==> src/rtl/bg_pkg.sv <==
package bg_pkg;
  // Prescaler period for select sel in the given half-step phase.
  // Odd sel: fixed (sel+1)/2. Even sel: sel/2 then sel/2+1, alternating.
  function automatic int pre_len(input int sel, input logic long_phase);
    if (sel[0]) return (sel + 1) / 2;
    else        return sel / 2 + (long_phase ? 1 : 0);
  endfunction

  typedef enum logic {SRC_INTERNAL = 1'b0, SRC_EXTERNAL = 1'b1} clk_src_e;
endpackage

==> src/rtl/bg_prescaler.sv <==
module bg_prescaler #(
  parameter int SEL_W = 5
) (
  input  logic             clk,
  input  logic             rst_n,
  input  logic [SEL_W-1:0] sel,
  output logic             pre_tick
);
  import bg_pkg::*;
  localparam int CNT_W = SEL_W;

  logic [CNT_W-1:0] cnt;
  logic             long_ph;
  logic             pwr_down;
  logic [CNT_W-1:0] period;

  assign pwr_down = (sel == '0);
  assign period   = CNT_W'(pre_len(int'(sel), long_ph));
  assign pre_tick = !pwr_down && (cnt == period - 1'b1);

  always_ff @(posedge clk) begin
    if (!rst_n || pwr_down) begin
      cnt     <= '0;
      long_ph <= 1'b0;
    end else if (pre_tick) begin
      cnt     <= '0;
      long_ph <= ~long_ph;
    end else begin
      cnt <= cnt + 1'b1;
    end
  end

  AST_PRE_SPACED: assert property (@(posedge clk) disable iff (!rst_n)
    (pre_tick && sel >= SEL_W'(3)) |=> (!pre_tick || sel != $past(sel)));
endmodule

==> src/rtl/bg_divisor.sv <==
module bg_divisor #(
  parameter int DIV_W = 11
) (
  input  logic             clk,
  input  logic             rst_n,
  input  logic             pwr_down,
  input  logic             pre_tick,
  input  logic [DIV_W-1:0] divisor,
  output logic             ovs_tick
);
  logic [DIV_W-1:0] cnt;

  assign ovs_tick = pre_tick && (cnt == '0);

  always_ff @(posedge clk) begin
    if (!rst_n || pwr_down) cnt <= '0;
    else if (pre_tick)      cnt <= (cnt == '0) ? divisor : cnt - 1'b1;
  end

  AST_OVS_SPACED: assert property (@(posedge clk) disable iff (!rst_n)
    (ovs_tick && divisor != '0 && !pwr_down) |=> (!ovs_tick || $changed(divisor) || pwr_down));
endmodule

==> src/rtl/bg_edge_sync.sv <==
module bg_edge_sync (
  input  logic clk,
  input  logic rst_n,
  input  logic async_in,
  output logic rise
);
  logic meta, stab, prev;

  always_ff @(posedge clk) begin
    if (!rst_n) {meta, stab, prev} <= '0;
    else        {meta, stab, prev} <= {async_in, meta, stab};
  end

  assign rise = stab && !prev;

  AST_RISE_SINGLE: assert property (@(posedge clk) disable iff (!rst_n)
    rise |=> !rise);
endmodule

==> src/rtl/bg_bit_div.sv <==
module bg_bit_div #(
  parameter int RATIO = 16
) (
  input  logic clk,
  input  logic rst_n,
  input  logic pwr_down,
  input  logic src_en,
  output logic bit_en
);
  localparam int CW = (RATIO > 1) ? $clog2(RATIO) : 1;
  logic [CW-1:0] cnt;

  assign bit_en = src_en && (cnt == CW'(RATIO - 1));

  always_ff @(posedge clk) begin
    if (!rst_n || pwr_down) cnt <= '0;
    else if (src_en)        cnt <= bit_en ? '0 : cnt + 1'b1;
  end

  AST_BIT_NEEDS_SRC: assert property (@(posedge clk) disable iff (!rst_n)
    bit_en |-> !pwr_down);
  AST_BIT_SINGLE: assert property (@(posedge clk) disable iff (!rst_n)
    bit_en |=> !bit_en);
endmodule

==> src/rtl/baud_tick_gen.sv <==
module baud_tick_gen #(
  parameter int REG_W     = 8,
  parameter int DIV_W     = 11,
  parameter int OVS_RATIO = 16
) (
  input  logic             clk,
  input  logic             rst_n,
  input  logic             wr_en,
  input  logic             wr_addr,
  input  logic [REG_W-1:0] wr_data,
  input  logic             ext_clk,
  input  logic             tx_src_ext,
  input  logic             rx_src_ext,
  output logic             tx_ovs_en,
  output logic             rx_ovs_en,
  output logic             tx_bit_en,
  output logic             rx_bit_en
);
  import bg_pkg::*;
  localparam int HI_W  = DIV_W - REG_W;
  localparam int SEL_W = REG_W - HI_W;
  localparam int N_DIR = 2;

  logic [REG_W-1:0] div_lo_q;
  logic [REG_W-1:0] psel_q;
  logic [SEL_W-1:0] sel;
  logic [DIV_W-1:0] divisor;
  logic             pwr_down;
  logic             pre_tick, int_ovs, ext_rise;
  clk_src_e         src_sel [N_DIR];
  logic [N_DIR-1:0] ovs_v, bit_v;

  always_ff @(posedge clk) begin
    if (!rst_n) begin
      div_lo_q <= '0;
      psel_q   <= '0;
    end else if (wr_en) begin
      if (wr_addr) psel_q   <= wr_data;
      else         div_lo_q <= wr_data;
    end
  end

  assign sel      = psel_q[REG_W-1 -: SEL_W];
  assign divisor  = {psel_q[HI_W-1:0], div_lo_q};
  assign pwr_down = (sel == '0);

  bg_prescaler #(.SEL_W(SEL_W)) u_pre (
    .clk(clk), .rst_n(rst_n), .sel(sel), .pre_tick(pre_tick));

  bg_divisor #(.DIV_W(DIV_W)) u_div (
    .clk(clk), .rst_n(rst_n), .pwr_down(pwr_down), .pre_tick(pre_tick),
    .divisor(divisor), .ovs_tick(int_ovs));

  bg_edge_sync u_sync (
    .clk(clk), .rst_n(rst_n), .async_in(ext_clk), .rise(ext_rise));

  assign src_sel[0] = clk_src_e'(tx_src_ext);
  assign src_sel[1] = clk_src_e'(rx_src_ext);

  for (genvar d = 0; d < N_DIR; d++) begin : g_dir
    assign ovs_v[d] = !pwr_down &&
                      ((src_sel[d] == SRC_EXTERNAL) ? ext_rise : int_ovs);
    bg_bit_div #(.RATIO(OVS_RATIO)) u_bit (
      .clk(clk), .rst_n(rst_n), .pwr_down(pwr_down),
      .src_en(ovs_v[d]), .bit_en(bit_v[d]));
  end

  assign tx_ovs_en = ovs_v[0];
  assign rx_ovs_en = ovs_v[1];
  assign tx_bit_en = bit_v[0];
  assign rx_bit_en = bit_v[1];

  AST_PD_QUIET: assert property (@(posedge clk) disable iff (!rst_n)
    (psel_q[REG_W-1 -: SEL_W] == '0) |-> !(tx_ovs_en || rx_ovs_en || tx_bit_en || rx_bit_en));
  AST_BIT_WITH_OVS: assert property (@(posedge clk) disable iff (!rst_n)
    (tx_bit_en |-> tx_ovs_en) and (rx_bit_en |-> rx_ovs_en));
  AST_EXT_SINGLE: assert property (@(posedge clk) disable iff (!rst_n)
    (tx_src_ext && tx_ovs_en) |=> (!tx_ovs_en || !tx_src_ext));
endmodule

==> config.mk <==
export PLATFORM = sky130hd
export DESIGN_NAME = baud_tick_gen
export DESIGN_NICKNAME = d
export VERILOG_FILES = /design/src/rtl/bg_pkg.sv /design/src/rtl/bg_prescaler.sv /design/src/rtl/bg_divisor.sv /design/src/rtl/bg_edge_sync.sv /design/src/rtl/bg_bit_div.sv /design/src/rtl/baud_tick_gen.sv
export SDC_FILE = /design/constraint.sdc
export NUM_CORES = 1
export LEC_CHECK = 0
export BUFFER_PORTS_ARGS = -buffer_cell sky130_fd_sc_hd__buf_4
export CAP_MARGIN = 10
export CORE_MARGIN = 2
export CORE_UTILIZATION = 45
export CTS_BUF_LIST = sky130_fd_sc_hd__clkbuf_16
export CTS_CLUSTER_DIAMETER = 80
export DETAILED_ROUTE_END_ITERATION = 12
export SYNTH_ARGS = -nofsm -noshare
export SYNTH_HDL_FRONTEND = slang
export SYNTH_SLANG_ARGS = --single-unit
==> constraint.sdc <==
create_clock -name clk -period 7.8 [get_ports clk]
set_clock_uncertainty 0.1 [all_clocks]
set_input_delay 1.56 -clock clk [delete_from_list [all_inputs] [get_ports clk]]
set_output_delay 1.56 -clock clk [all_outputs]
set_load 0.02 [all_outputs]
==> flow_metrics.py, run 1 <==
metrics = {
    "power_and_ir_drop": {
        "p_comb_frac": 0.104,
        "swShare": 0.232,
        "power.share.sequential": 0.452,
        "total_power_mw": 0.521,
        "clockPowerShare": 0.444,
        "p_switching_mw": 0.121,
        "leakagePower_nw": 1.02,
        "internal_power_mw": 0.401,
        "power_density_nw_per_um2": 190,
        "ir_worst_vdd_mv": 0.0919,
    },
    "yosys": {
        "yosysSeqAreaShare": 0.362,
        "netlist_area_um2": 2430,
        "synth.mux.area_fraction": 0.0329,
        "synth_ff_type": "dfxtp_1",
        "synthTopCellsByArea": "dfxtp_1 36%, nand2_1 6.8%, a21boi_0 4.9%",
        "synthAdderAreaFrac": 0.0360,
        "syn_nets": 316,
        "synth_area_leader_cell": "dfxtp_1",
        "synth_compound_area_frac": 0.181,
        "synth_top_family_by_area": "simple AND/OR/NAND/NOR gates",
        "async_flop_share": 0,
        "syn_area_per_cell_um2": 8.28,
        "synth_top_area_frac": 0.362,
        "synth-simple-area-share": 0.293,
        "ys_types": 57,
        "synth_warnings": 0,
        "syn-instance-count": 294,
        "synth-xor-area-share": 0.0494,
        "synth-edff-count": 0,
        "synth.ff_latch_count": 44,
    },
    "outcome": {
        "status": "finished, final reports clean",
    },
    "place": {
        "dpl_cell_area_um2": 2580,
        "place_ws_ps": 2980,
        "place_congestion": 0.775,
        "hpwl_mm": 3.74,
        "numPortBuffers": 18,
        "dp_cells": 368,
    },
    "floorplan": {
        "io_pins": 19,
        "coreArea_um2": 5170,
        "die_h_um": 77.5,
        "initial_core_util": 0.470,
        "dieArea_um2": 6010,
        "placementRows": 26,
        "die_w_um": 77.5,
    },
    "clock_tree": {
        "cts_max_path_buffers": 2,
        "cts-buffers-inserted": 5,
        "cts_root_buf": "clkbuf_16",
        "htree_levels": 2,
        "tritoncts": "built",
        "hold_buffers": 0,
        "cts_setup_buffers": 0,
        "clk_latency_ps": 280,
        "ctsResizeCount": 0,
        "cts.sinks": 44,
        "path_clk_slew_ps": 60,
    },
    "final_layout": {
        "diodes": 0,
        "drive_gt1_frac": 0.134,
        "nets": 327,
        "fin_util": 0.531,
        "layout_common_cells": "44 x nand2_1, 44 x dfxtp_1, 25 x nor2_1, 19 x buf_4, 18 x nand3_1",
        "finalInstanceArea_um2": 2750,
        "stdcell_count": 376,
        "syn2layout_area_growth_pct": 12.9,
    },
    "global_routing": {
        "gr-max-usage-layer": "met2",
        "grt-ovfl-total": 0,
        "gr-usage-all-layers": 0.180,
        "grt_pass1_vias": 1884,
        "globalRouteMet1Util": 0.238,
        "grt_max_degree": 22,
        "met3_usage": 0.0360,
        "grt_pass1_wl_mm": 8.67,
        "use_met2": 0.296,
        "antenna_found_initial": 0,
    },
    "sta": {
        "relSlewSlack": 0.299,
        "final.min_clock_period_ps": 5110,
        "timing.final.ws_setup_ps": 2690,
        "worst_pin_slew_ps": 1040,
        "max_freq_mhz": 196,
        "fin_setup_tns_ps": 0,
        "rsz0062_at_grt": "false",
        "whs_ps": 331,
        "hold_viol_final": 0,
        "maxSlewViolCount": 0,
        "finalSetupViolCount": 0,
        "period_share": 0.655,
    },
    "detailed_routing": {
        "drcViolationCount": 0,
        "drt_first_pass_iters": 4,
        "drtIter0Drc": 56,
        "vias_per_cell": 5.39,
        "vias": 2027,
        "ant_nets": 0,
        "wl_mm": 5.08,
        "drt-wirelength-per-cell_um": 13.5,
    },
    "critical_path": {
        "cp_top_family": "compound AO/OA/AOI/OAI gates",
        "crit_buf_inv": 1,
        "cp_common_cell": "ha_1",
        "worstPathRequired_ps": 6140,
        "critPathMaxFanout": 9,
        "setup.worst_path.start_class": "register",
        "worstSetupPathType": "reg2out",
        "rrSetupSlack_ps": 3640,
        "max_stage_delay_ps": 590,
        "cp-end-kind": "primary output",
        "arrival_ps": 3450,
        "crit_chain": "ha_1 -> ha_1 -> o21ai_0 -> ha_1 -> xnor2_1 -> or3_4 -> a2111oi_4 -> a41oi_2 -> nor2_1 -> buf_4",
        "critPathSlowestCell": "a2111oi_4",
    },
    "min_path": {
        "holdCritPathClass": "reg2reg",
    },
    "job": {
        "cap_violations": 0,
    },
}
-- cells in the mapped netlist, types with 2 or more instances --
cell type,instances
nor4_1,4
buf_6,3
a21boi_0,16
nand2_1,44
or4_1,2
inv_1,8
nand3_1,18
a2bb2oi_1,3
and3_1,2
o31ai_1,2
nand4_1,6
nor2_1,25
nand3b_1,3
xnor2_2,2
xor2_1,5
a31oi_1,2
or2_2,2
ha_1,7
dfxtp_1,44
o21ai_0,14
mux2i_1,8
nand2b_1,2
nor3_1,3
or3_1,5
and2_1,5
nor2b_1,2
xnor2_1,5
clkbuf_1,10
o22ai_1,3
a21oi_1,12
-- area by class of cell --
cell class                      count  area (um2)
Inverter                            8        30.0
Multi-Input combinational cell    227        1440
Timing Repair Buffer               19         143
Sequential cell                    44         881
Tap cell                           70        87.6
Clock inverter                      3        38.8
Clock buffer                        5         125
Fill cell                         508        2420
-- registers in the layout, summed over array words and instances (netlist names) --
register,count
div_lo_q,8
g_dir.u_bit.cnt,8
psel_q,8
u_div.cnt,11
u_pre.cnt,5
u_pre.long_ph,1
u_sync.meta,1
u_sync.prev,1
u_sync.stab,1
-- power by group through the flow --
stage	Sequential [mW]	Clock (mW)	Combinational [mW]
global placement	0.240	0	0.0535
floorplan	0.238	0	0.0411
finish	0.235	0.232	0.0542
CTS	0.236	0.239	0.0544
global route	0.236	0.247	0.0604
detailed placement	0.241	0	0.0543
-- metal layers --
layer / part of all wire / wire (um)
met5: 0 / 0
met4: 0.010 / 52
met3: 0.036 / 182
met2: 0.44 / 2240
met1: 0.51 / 2610
-- final timing paths --
kind                    start      endpoint  cells past startpoint
setup / recovery    psel_q[4]     rx_ovs_en                     10
hold / removal    u_sync.meta   u_sync.stab                      1
setup reg to reg    psel_q[4]  u_div.cnt[9]                     10
hold reg to reg   u_sync.meta   u_sync.stab                      1
-- cell families (layout without fill, tap and decap cells) --
logic type | after synthesis | in the layout
mux | 8 | 8
fa+ha+maj | 7 | 7
compound gates | 62 | 62
xor+xnor | 12 | 12
flops | 44 | 44
buf+inv | 23 | 35
simple gates | 138 | 138
Power figures use the tool's default switching activity.
==> run 2: changes to the inputs <==
PLACE_DENSITY = 0.65   (was unset)
clock period = 4.1 ns   (was 7.8 ns; I/O delays follow)
==> run 2 against run 1 <==
  * Critical path depth increased by 2
  * Count of clock-buffer cells in the layout unchanged
  * Combinational power is 99% higher
  * Sequential share of layout area fell by 0.30 points
  * Setup slack lost 2500 ps
  * Final cell count increased by 1.6%
  * Via count increased by 1.1%
  * Worst hold slack is essentially flat
  * Total power up 78%
  * Sequential power grew 90%
  * Largest cell class unchanged
  * Largest power group unchanged
  * Highest routed layer unchanged
==> flow_metrics.py, run 2 (synthesis gave the netlist of run 1 again) <==
metrics = {
    "place": {
        "numPortBuffers": 18,
        "hpwl_mm": 3.73,
        "place_ws_ps": 320,
        "dpl_cell_area_um2": 2620,
        "place_congestion": 0.823,
    },
    "sta": {
        "max_freq_mhz": 255,
        "period_share": 0.958,
        "maxSlewViolCount": 0,
        "timing.final.ws_setup_ps": 171,
        "worst_pin_slew_ps": 605,
        "finalSetupViolCount": 0,
        "relSlewSlack": 0.596,
        "final.min_clock_period_ps": 3930,
        "hold_viol_final": 0,
    },
    "floorplan": {
        "coreArea_um2": 5170,
        "die_w_um": 77.5,
        "die_h_um": 77.5,
        "initial_core_util": 0.470,
        "placementRows": 26,
        "io_pins": 19,
        "dieArea_um2": 6010,
    },
    "clock_tree": {
        "cts_root_buf": "clkbuf_16",
        "hold_buffers": 0,
        "cts-buffers-inserted": 5,
        "clk_latency_ps": 280,
        "cts_max_path_buffers": 2,
        "cts.sinks": 44,
        "htree_levels": 2,
        "path_clk_slew_ps": 60,
        "tritoncts": "built",
    },
    "detailed_routing": {
        "drtIter0Drc": 74,
        "drcViolationCount": 0,
        "wl_mm": 5.14,
        "drt_first_pass_iters": 4,
        "vias_per_cell": 5.36,
        "ant_nets": 0,
        "drt-wirelength-per-cell_um": 13.4,
        "vias": 2049,
    },
    "final_layout": {
        "nFillCells": 509,
        "multi_input_area_um2": 1450,
        "seqCellArea_um2": 881,
        "syn2layout_area_growth_pct": 14.0,
        "drive_gt1_frac": 0.154,
        "largest_reg_flops": 11,
        "diodes": 0,
        "fin_util": 0.536,
        "finalInstanceArea_um2": 2770,
        "nets": 334,
        "layout_common_cells": "44 x nand2_1, 44 x dfxtp_1, 26 x buf_4, 25 x nor2_1, 18 x nand3_1",
        "largest-register": "u_div.cnt",
    },
    "global_routing": {
        "grt_max_degree": 22,
        "met3_usage": 0.0395,
        "gr-max-usage-layer": "met2",
        "gr-usage-all-layers": 0.182,
        "use_met2": 0.279,
        "grt_pass1_wl_mm": 8.78,
        "grt-ovfl-total": 0,
        "globalRouteMet1Util": 0.257,
        "grt_pass1_vias": 1827,
        "antenna_found_initial": 0,
    },
    "job": {
        "cap_violations": 0,
    },
    "critical_path": {
        "setup.worst_path.start_class": "register",
        "worstSetupPathType": "reg2out",
        "cp_top_family": "simple AND/OR/NAND/NOR gates",
        "critPathMaxFanout": 5,
        "max_stage_delay_ps": 350,
        "crit_buf_inv": 2,
        "critPathSlowestCell": "a2111oi_4",
        "worstPathRequired_ps": 3180,
        "arrival_ps": 3010,
        "cp-end-kind": "primary output",
        "crit_chain": "ha_1 -> ha_1 -> o21ai_1 -> ha_2 -> xnor2_1 -> or3_4 -> a2111oi_4 -> buf_4 -> and4_4 -> nor2_1 -> nor2_1 -> buf_4",
    },
    "power_and_ir_drop": {
        "power_density_nw_per_um2": 334,
        "leakagePower_nw": 1.04,
        "ir_worst_vdd_mv": 0.170,
    },
    "outcome": {
        "status": "finished, final reports clean",
    },
    "min_path": {
        "holdCritPathClass": "reg2reg",
    },
}
run 2: worst paths after layout:
check | start | endpoint | slack (ps) | cells after the start
setup reg to reg | psel_q[4] | u_div.cnt[9] | 760 | 12
hold / removal | u_sync.meta | u_sync.stab | 330 | 1
hold reg to reg | u_sync.meta | u_sync.stab | 330 | 1
setup / recovery | psel_q[4] | tx_bit_en | 170 | 12
run 2: metal layers:
metal	wire length [um]	share of wire
met3	181	0.035
met2	2280	0.44
met4	55	0.011
met1	2630	0.51
met5	0	0
run 2: where the power goes:
| group | internal, mW | switching (mW) | total [mW] | leakage, nW |
|---|---|---|---|---|
| Sequential | 0.438 | 0.00966 | 0.447 | 0.357 |
| Clock | 0.219 | 0.152 | 0.371 | 0.0709 |
| Combinational | 0.0443 | 0.0635 | 0.108 | 0.615 |
| Total | 0.701 | 0.225 | 0.926 | 1.04 |
run 2: final cells by class:
type                       instances  share of cell area
clock buffer                       5              0.0451
tap                               70              0.0316
clock inverter                     2             0.00316
timing repair buffer              26              0.0704
multi-input combinational        227               0.521
sequential                        44               0.318
inverter                           8              0.0108
run 2: per-stage QoR:
stage	hold slack, ps	cells	setup TNS, ps	total power [mW]
floorplan	312	294	0	0.531
global placement	322	373	0	0.561
detailed placement	322	373	0	0.563
CTS	336	380	0	0.932
global route	350	382	-4.40	0.971
finish	331	382	0	0.926
run 2: what timing repair did:
item	CTS	global route
setup endpoints to repair	0	4
buffers inserted	0	2
resized for setup	0	3
